--- src/rtl/hs_byte_pkg.sv ---
package hs_byte_pkg;

    localparam int unsigned DATA_W = 8;

    typedef logic [DATA_W-1:0] data_t;

    typedef enum logic [2:0] {
        ST_IDLE     = 3'd0,
        ST_SKEW     = 3'd1,
        ST_SEND_RQ  = 3'd2,
        ST_RECV_RQ  = 3'd3,
        ST_WAIT_REL = 3'd4
    } hs_state_e;

    typedef struct packed {
        logic  oe;
        data_t dat;
        logic  par;
    } bus_drv_t;

    // Parity bit that makes the nine-bit word hold an odd number of ones.
    function automatic logic odd_parity_bit(data_t d);
        return ~(^d);
    endfunction

    // True when data plus parity hold an odd number of ones.
    function automatic logic odd_parity_ok(data_t d, logic p);
        return ^{d, p};
    endfunction

endpackage

--- src/rtl/hs_sync.sv ---
module hs_sync #(
    parameter int unsigned STAGES = 2
) (
    input  logic clk,
    input  logic rst,
    input  logic async_i,
    output logic sync_o
);
    logic [STAGES-1:0] chain_q;

    always_ff @(posedge clk) begin
        if (rst) begin
            chain_q <= '0;
        end else begin
            chain_q <= {chain_q[STAGES-2:0], async_i};
        end
    end

    assign sync_o = chain_q[STAGES-1];
endmodule

--- src/rtl/hs_skew_timer.sv ---
module hs_skew_timer #(
    parameter int unsigned SKEW_CYC = 3,
    localparam int unsigned CW = $clog2(SKEW_CYC + 1)
) (
    input  logic clk,
    input  logic rst,
    input  logic load,
    input  logic run,
    output logic last
);
    logic [CW-1:0] cnt_q;

    always_ff @(posedge clk) begin
        if (rst) begin
            cnt_q <= '0;
        end else if (load) begin
            cnt_q <= CW'(SKEW_CYC);
        end else if (run && cnt_q != '0) begin
            cnt_q <= cnt_q - 1'b1;
        end
    end

    assign last = run && (cnt_q == CW'(1));

    initial begin
        a_r2_skew_nonzero: assert (SKEW_CYC >= 1)
            else $error("SKEW_CYC must be at least 1");
    end
endmodule

--- src/rtl/hs_rx_capture.sv ---
module hs_rx_capture
    import hs_byte_pkg::*;
(
    input  logic  clk,
    input  logic  rst,
    input  logic  cap,
    input  data_t dat_i,
    input  logic  par_i,
    output data_t byte_o,
    output logic  bad_o
);
    always_ff @(posedge clk) begin
        if (rst) begin
            byte_o <= '0;
            bad_o  <= 1'b0;
        end else if (cap) begin
            byte_o <= dat_i;
            bad_o  <= ~odd_parity_ok(dat_i, par_i);
        end
    end
endmodule

--- src/rtl/hs_byte_engine.sv ---
module hs_byte_engine
    import hs_byte_pkg::*;
#(
    parameter int unsigned SKEW_CYC    = 3,
    parameter int unsigned SYNC_STAGES = 2,
    localparam int unsigned GW = $clog2(SKEW_CYC + 2) + 1
) (
    input  logic             clk,
    input  logic             rst,
    input  logic             xfer_start,
    input  logic             xfer_send,
    input  logic             xfer_abort,
    input  logic [DATA_W-1:0] tx_byte,
    output logic             xfer_done,
    output logic [DATA_W-1:0] rx_byte,
    output logic             parity_err,
    output logic             xfer_busy,
    input  logic [DATA_W-1:0] bus_dat_i,
    input  logic             bus_par_i,
    output logic [DATA_W-1:0] bus_dat_o,
    output logic             bus_par_o,
    output logic             bus_oe,
    output logic             strobe_o,
    input  logic             reply_i
);
    hs_state_e state_q;
    bus_drv_t  drv_q;
    logic      strobe_q;
    logic      done_q;
    logic      dir_send_q;
    logic      reply_s;
    logic      skew_last;
    logic      timer_load;
    logic      timer_run;
    logic      cap;
    logic      rx_bad;
    logic      accept;

    // ACK resynchronization
    hs_sync #(.STAGES(SYNC_STAGES)) u_sync (
        .clk     (clk),
        .rst     (rst),
        .async_i (reply_i),
        .sync_o  (reply_s)
    );

    assign accept     = (state_q == ST_IDLE) && xfer_start && !xfer_abort;
    assign timer_load = accept && xfer_send;
    assign timer_run  = (state_q == ST_SKEW);

    hs_skew_timer #(.SKEW_CYC(SKEW_CYC)) u_timer (
        .clk  (clk),
        .rst  (rst),
        .load (timer_load),
        .run  (timer_run),
        .last (skew_last)
    );

    assign cap = (state_q == ST_RECV_RQ) && reply_s && !xfer_abort;

    hs_rx_capture u_cap (
        .clk    (clk),
        .rst    (rst),
        .cap    (cap),
        .dat_i  (bus_dat_i),
        .par_i  (bus_par_i),
        .byte_o (rx_byte),
        .bad_o  (rx_bad)
    );

    // Handshake sequencer
    always_ff @(posedge clk) begin
        if (rst || xfer_abort) begin
            state_q  <= ST_IDLE;
            strobe_q <= 1'b0;
            drv_q.oe <= 1'b0;
            done_q   <= 1'b0;
            if (rst) begin
                drv_q.dat  <= '0;
                drv_q.par  <= 1'b0;
                dir_send_q <= 1'b0;
            end
        end else begin
            done_q <= 1'b0;
            unique case (state_q)
                ST_IDLE: begin
                    if (xfer_start) begin
                        dir_send_q <= xfer_send;
                        if (xfer_send) begin
                            drv_q.oe  <= 1'b1;
                            drv_q.dat <= tx_byte;
                            drv_q.par <= odd_parity_bit(tx_byte);
                            state_q   <= ST_SKEW;
                        end else begin
                            strobe_q <= 1'b1;
                            state_q  <= ST_RECV_RQ;
                        end
                    end
                end
                ST_SKEW: begin
                    if (skew_last) begin
                        strobe_q <= 1'b1;
                        state_q  <= ST_SEND_RQ;
                    end
                end
                ST_SEND_RQ: begin
                    if (reply_s) begin
                        strobe_q <= 1'b0;
                        drv_q.oe <= 1'b0;
                        state_q  <= ST_WAIT_REL;
                    end
                end
                ST_RECV_RQ: begin
                    if (reply_s) begin
                        strobe_q <= 1'b0;
                        state_q  <= ST_WAIT_REL;
                    end
                end
                ST_WAIT_REL: begin
                    if (!reply_s) begin
                        done_q  <= 1'b1;
                        state_q <= ST_IDLE;
                    end
                end
                default: state_q <= ST_IDLE;
            endcase
        end
    end

    assign bus_oe     = drv_q.oe;
    assign bus_dat_o  = drv_q.dat;
    assign bus_par_o  = drv_q.par;
    assign strobe_o   = strobe_q;
    assign xfer_done  = done_q;
    assign xfer_busy  = (state_q != ST_IDLE);
    assign parity_err = done_q && !dir_send_q && rx_bad;

    // Checker state: cycles the bus has been driven with the strobe low
    logic [GW-1:0] gap_q;
    always_ff @(posedge clk) begin
        if (rst) begin
            gap_q <= '0;
        end else if (!bus_oe) begin
            gap_q <= '0;
        end else if (!strobe_o && gap_q != '1) begin
            gap_q <= gap_q + 1'b1;
        end
    end

    a_r2_skew_gap: assert property (@(posedge clk) disable iff (rst)
        ($rose(strobe_o) && bus_oe) |-> (gap_q == GW'(SKEW_CYC)));

    a_r3_hold_data: assert property (@(posedge clk) disable iff (rst)
        (strobe_o && bus_oe && !reply_s && !xfer_abort)
            |=> (bus_oe && $stable(bus_dat_o) && $stable(bus_par_o)));

    a_r4_rx_undriven: assert property (@(posedge clk) disable iff (rst)
        (strobe_o && !dir_send_q) |-> !bus_oe);

    a_r5_done_single: assert property (@(posedge clk) disable iff (rst)
        xfer_done |=> !xfer_done);

    a_r5_wait_release: assert property (@(posedge clk) disable iff (rst)
        (state_q == ST_WAIT_REL && reply_s) |=> (!strobe_o && !xfer_done));

    a_r6_odd_parity: assert property (@(posedge clk) disable iff (rst)
        bus_oe |-> ($countones({bus_dat_o, bus_par_o}) % 2 == 1));

    a_r7_send_no_perr: assert property (@(posedge clk) disable iff (rst)
        (xfer_done && dir_send_q) |-> !parity_err);

    a_r8_abort_release: assert property (@(posedge clk) disable iff (rst)
        xfer_abort |=> (!strobe_o && !bus_oe && !xfer_busy));

    a_r9_no_restart: assert property (@(posedge clk) disable iff (rst)
        (xfer_busy && !xfer_abort && state_q != ST_WAIT_REL)
            |=> (xfer_busy && $stable(dir_send_q)));
endmodule

--- config.mk ---
export PLATFORM = sky130hd
export DESIGN_NAME = hs_byte_engine
export DESIGN_NICKNAME = d
export VERILOG_FILES = /design/src/rtl/hs_byte_pkg.sv /design/src/rtl/hs_sync.sv /design/src/rtl/hs_skew_timer.sv /design/src/rtl/hs_rx_capture.sv /design/src/rtl/hs_byte_engine.sv
export SDC_FILE = /design/constraint.sdc
export NUM_CORES = 1
export LEC_CHECK = 0
export BUFFER_PORTS_ARGS = -buffer_cell sky130_fd_sc_hd__buf_2
export CAP_MARGIN = 20
export CORE_MARGIN = 1
export CORE_UTILIZATION = 53
export CTS_CLUSTER_DIAMETER = 50
export DETAILED_ROUTE_END_ITERATION = 12
export PLACE_DENSITY = 0.83
export SKIP_LAST_GASP = 1
export SLEW_MARGIN = 5
export SYNTH_ARGS = -nofsm -noshare
export SYNTH_HDL_FRONTEND = slang
export SYNTH_SLANG_ARGS = --single-unit
--- constraint.sdc ---
create_clock -name clk -period 3.05 [get_ports clk]
set_input_delay 0.61 -clock clk [delete_from_list [all_inputs] [get_ports clk]]
set_output_delay 0.61 -clock clk [all_outputs]
set_load 0.02 [all_outputs]
==> results.sh <==
export IMPL_hold_buffers=0
export IMPL_tns_ns=0
export IMPL_critPathKind="flip-flop to primary output"
export IMPL_start_util_pct=58.2
export IMPL_combPwrFrac_pct=15.5
export IMPL_yosysTopAreaCell="dfxtp_1"
export IMPL_relSlewSlack_pct=37.1
export IMPL_htree_levels=2
export IMPL_peakVddDrop_mv=0.417
export IMPL_synth_area_um2=1340
export IMPL_postCtsResizedCells=0
export IMPL_multi_input_area_um2=609
export IMPL_clk_pin_slew_worst_paths_ns=0.08
export IMPL_fmax_mhz=482
export IMPL_port_buffers=44
export IMPL_syn2layout_area_growth_pct=20.9
export IMPL_rows=17
export IMPL_grt_max_degree=18
export IMPL_core_area_um2=2300
export IMPL_regArea_um2=681
export IMPL_fin_crit_ns=2.08
export IMPL_syn_area_per_cell_um2=11.0
export IMPL_drc=0
export IMPL_ys_types=34
export IMPL_wirelength_um=2620
export IMPL_cts_tree="yes"
export IMPL_fillers=185
export IMPL_internal_power_uw=582
export IMPL_p_leak_nw=0.710
export IMPL_synth_top_area_share_pct=28.4
export IMPL_drv_cap=0
export IMPL_hp_class="flip-flop to flip-flop"
export IMPL_synth_seq_cells=29
export IMPL_postCtsSetupRepairBufs=0
export IMPL_cp_data_required_time_ns=2.44
export IMPL_gp_congestion=0.821
export IMPL_p_per_area_nw_per_um2=486
export IMPL_dieArea_um2=2730
export IMPL_routedWlPerCell_um=13.4
export IMPL_cts_sinks=29
export IMPL_drive_gt1_share_pct=33.3
export IMPL_antenna_found_initial=0
export IMPL_grt_pass1_wl_um=4380
export IMPL_setup_viol=0
export IMPL_yosysWarnings=0
export IMPL_viasPerCell=5.17
export IMPL_postRouteAntennaNets=0
export IMPL_syn_instance_count=122
export IMPL_slew_violations=0
export IMPL_finClkSkew_ns=0.00799
export IMPL_fin_crit_sh_pct=68.1
export IMPL_nets=192
export IMPL_outcome="finished clean"
export IMPL_netlist_top_cells_count="dfxtp_1 (19), nor2_1 (16), xnor2_1 (12)"
export IMPL_ys_seq_area_share_pct=50.9
export IMPL_start_kind="flip-flop"
export IMPL_ys_flop_type="dfxtp_1"
export IMPL_rsz0062_at_grt="no"
export IMPL_via_count=1013
export IMPL_overflow=0
export IMPL_synth_area_top_cells="dfxtp_1 (28%), edfxtp_1 (22%), xnor2_1 (7.9%)"
export IMPL_clockBufferDepth=2
export IMPL_grt_pass1_vias=1036
export IMPL_syn_nets=147
export IMPL_n_antenna_cell=0
export IMPL_worstPathMaxFanout=11
export IMPL_seqPwrFrac_pct=54.1
export IMPL_num_io_pins=45
export IMPL_synth_edf_count=10
export IMPL_drtIter0Drc=19
export IMPL_clkPwrFrac_pct=30.4
export IMPL_die_x_um=52.2
export IMPL_end_kind="primary output"
export IMPL_netSwitchingPower_uw=204
export IMPL_hold_viol_final=0
export IMPL_grt_usage_pct=22.8
export IMPL_dp_hpwl_um=1960
export IMPL_firstDrtPassIters=4
export IMPL_cts_root_buf="clkbuf_4"
export IMPL_switching_share_pct=25.9
export IMPL_yosysMostFrequentCell="dfxtp_1"
export IMPL_worst_slew_pin_slew_ns=0.939
export IMPL_synth_async_reset_ratio_pct=0
export IMPL_power_uw=786
export IMPL_numCtsBuffers=5
export IMPL_cp_data_arrival_time_ns=1.47
export IMPL_die_h_um=52.2
export IMPL_clock_latency_ns=0.33
==> critical path, stage by stage, from the launching register on <==
cell,delay (ns)
dfxtp_1,0.45
nor3_1,0.45
inv_1,0.08
buf_2,0.17
==> path summary, 6_finish.rpt <==
check	from	endpoint	slack, ns	cells after the start
worst max-delay path	state_q[1]	xfer_busy	0.97	3
worst min-delay path	u_sync.chain_q[0]	u_sync.chain_q[1]	0.46	1
worst max register to register	state_q[1]	u_cap.byte_o[0]	1.08	4
worst min register to register	u_sync.chain_q[0]	u_sync.chain_q[1]	0.46	1
==> cell type report <==
cell class / instances / share of cell area [%]
Sequential cell: 29 / 42.1
Multi-Input combinational cell: 84 / 37.7
Timing Repair Buffer: 44 / 13.6
Clock buffer: 6 / 3.17
Tap cell: 28 / 2.17
Inverter: 3 / 0.697
Clock inverter: 2 / 0.542
==> cell families after synthesis <==
group / after synthesis / synth area share, %
multiplexers: 8 / 5.99
AND/OR/NAND/NOR: 45 / 19.7
AO/OA/AOI/OAI: 14 / 7.11
adder cells (fa/ha/maj): 2 / 1.87
XOR/XNOR: 15 / 10.9
buffers and inverters: 9 / 3.55
flip-flops: 29 / 50.9
==> power groups by stage <==
stage	Clock (mW)	Combinational, mW	Sequential, mW
floorplan	0	0.0710	0.445
global placement	0	0.118	0.434
detailed placement	0	0.121	0.435
CTS	0.245	0.122	0.426
global route	0.261	0.134	0.428
finish	0.239	0.122	0.425
==> state kept, by name, indices dropped and copies added (netlist names) <==
register,count
bus_par_o,1
u_timer.cnt_q,2
dir_send_q,1
state_q,3
u_sync.chain_q,2
strobe_o,1
u_cap.byte_o,8
xfer_done,1
bus_oe,1
bus_dat_o,8
u_cap.bad_o,1
==> metal layers <==
| metal | track usage [%] | wire length, µm |
|---|---|---|
| met1 | 24.7 | 1060 |
| met2 | 40.0 | 1340 |
| met3 | 7.25 | 177 |
| met4 | 10.5 | 46 |
| met5 | 0 | 0 |
==> cell usage in the layout, fill, tap and decap left out, types with 2 or more instances in the layout <==
cell and n:
a21oi_1 3, and2_1 9, buf_2 44, clkbuf_4 5, dfxtp_1 19, edfxtp_1 10, ha_1 2, inv_1 3
mux2i_1 8, nand2_1 5, nand2b_1 3, nor2_1 16, nor2b_1 3, nor3_1 3, o21ai_0 4, xnor2_1 12
xor2_1 2
==> stage by stage <==
| stage | std cells | cell area, µm² | worst slack, ns | utilization [%] | hold slack (ns) |
|---|---|---|---|---|---|
| 2_1_floorplan | 122 | 1340 | 1.46 | - | 0.414 |
| 3_3_place_gp | 188 | 1560 | 1.11 | 67.8 | 0.429 |
| 3_5_place_dp | 188 | 1560 | 1.05 | 67.8 | 0.429 |
| 4_1_cts | 196 | 1620 | 0.989 | 70.4 | 0.460 |
| 5_1_grt | 196 | 1620 | 0.857 | 70.4 | 0.477 |
| 6_report | 196 | 1620 | 0.974 | 70.4 | 0.457 |
Note: power is estimated with default switching activity, not from simulation.
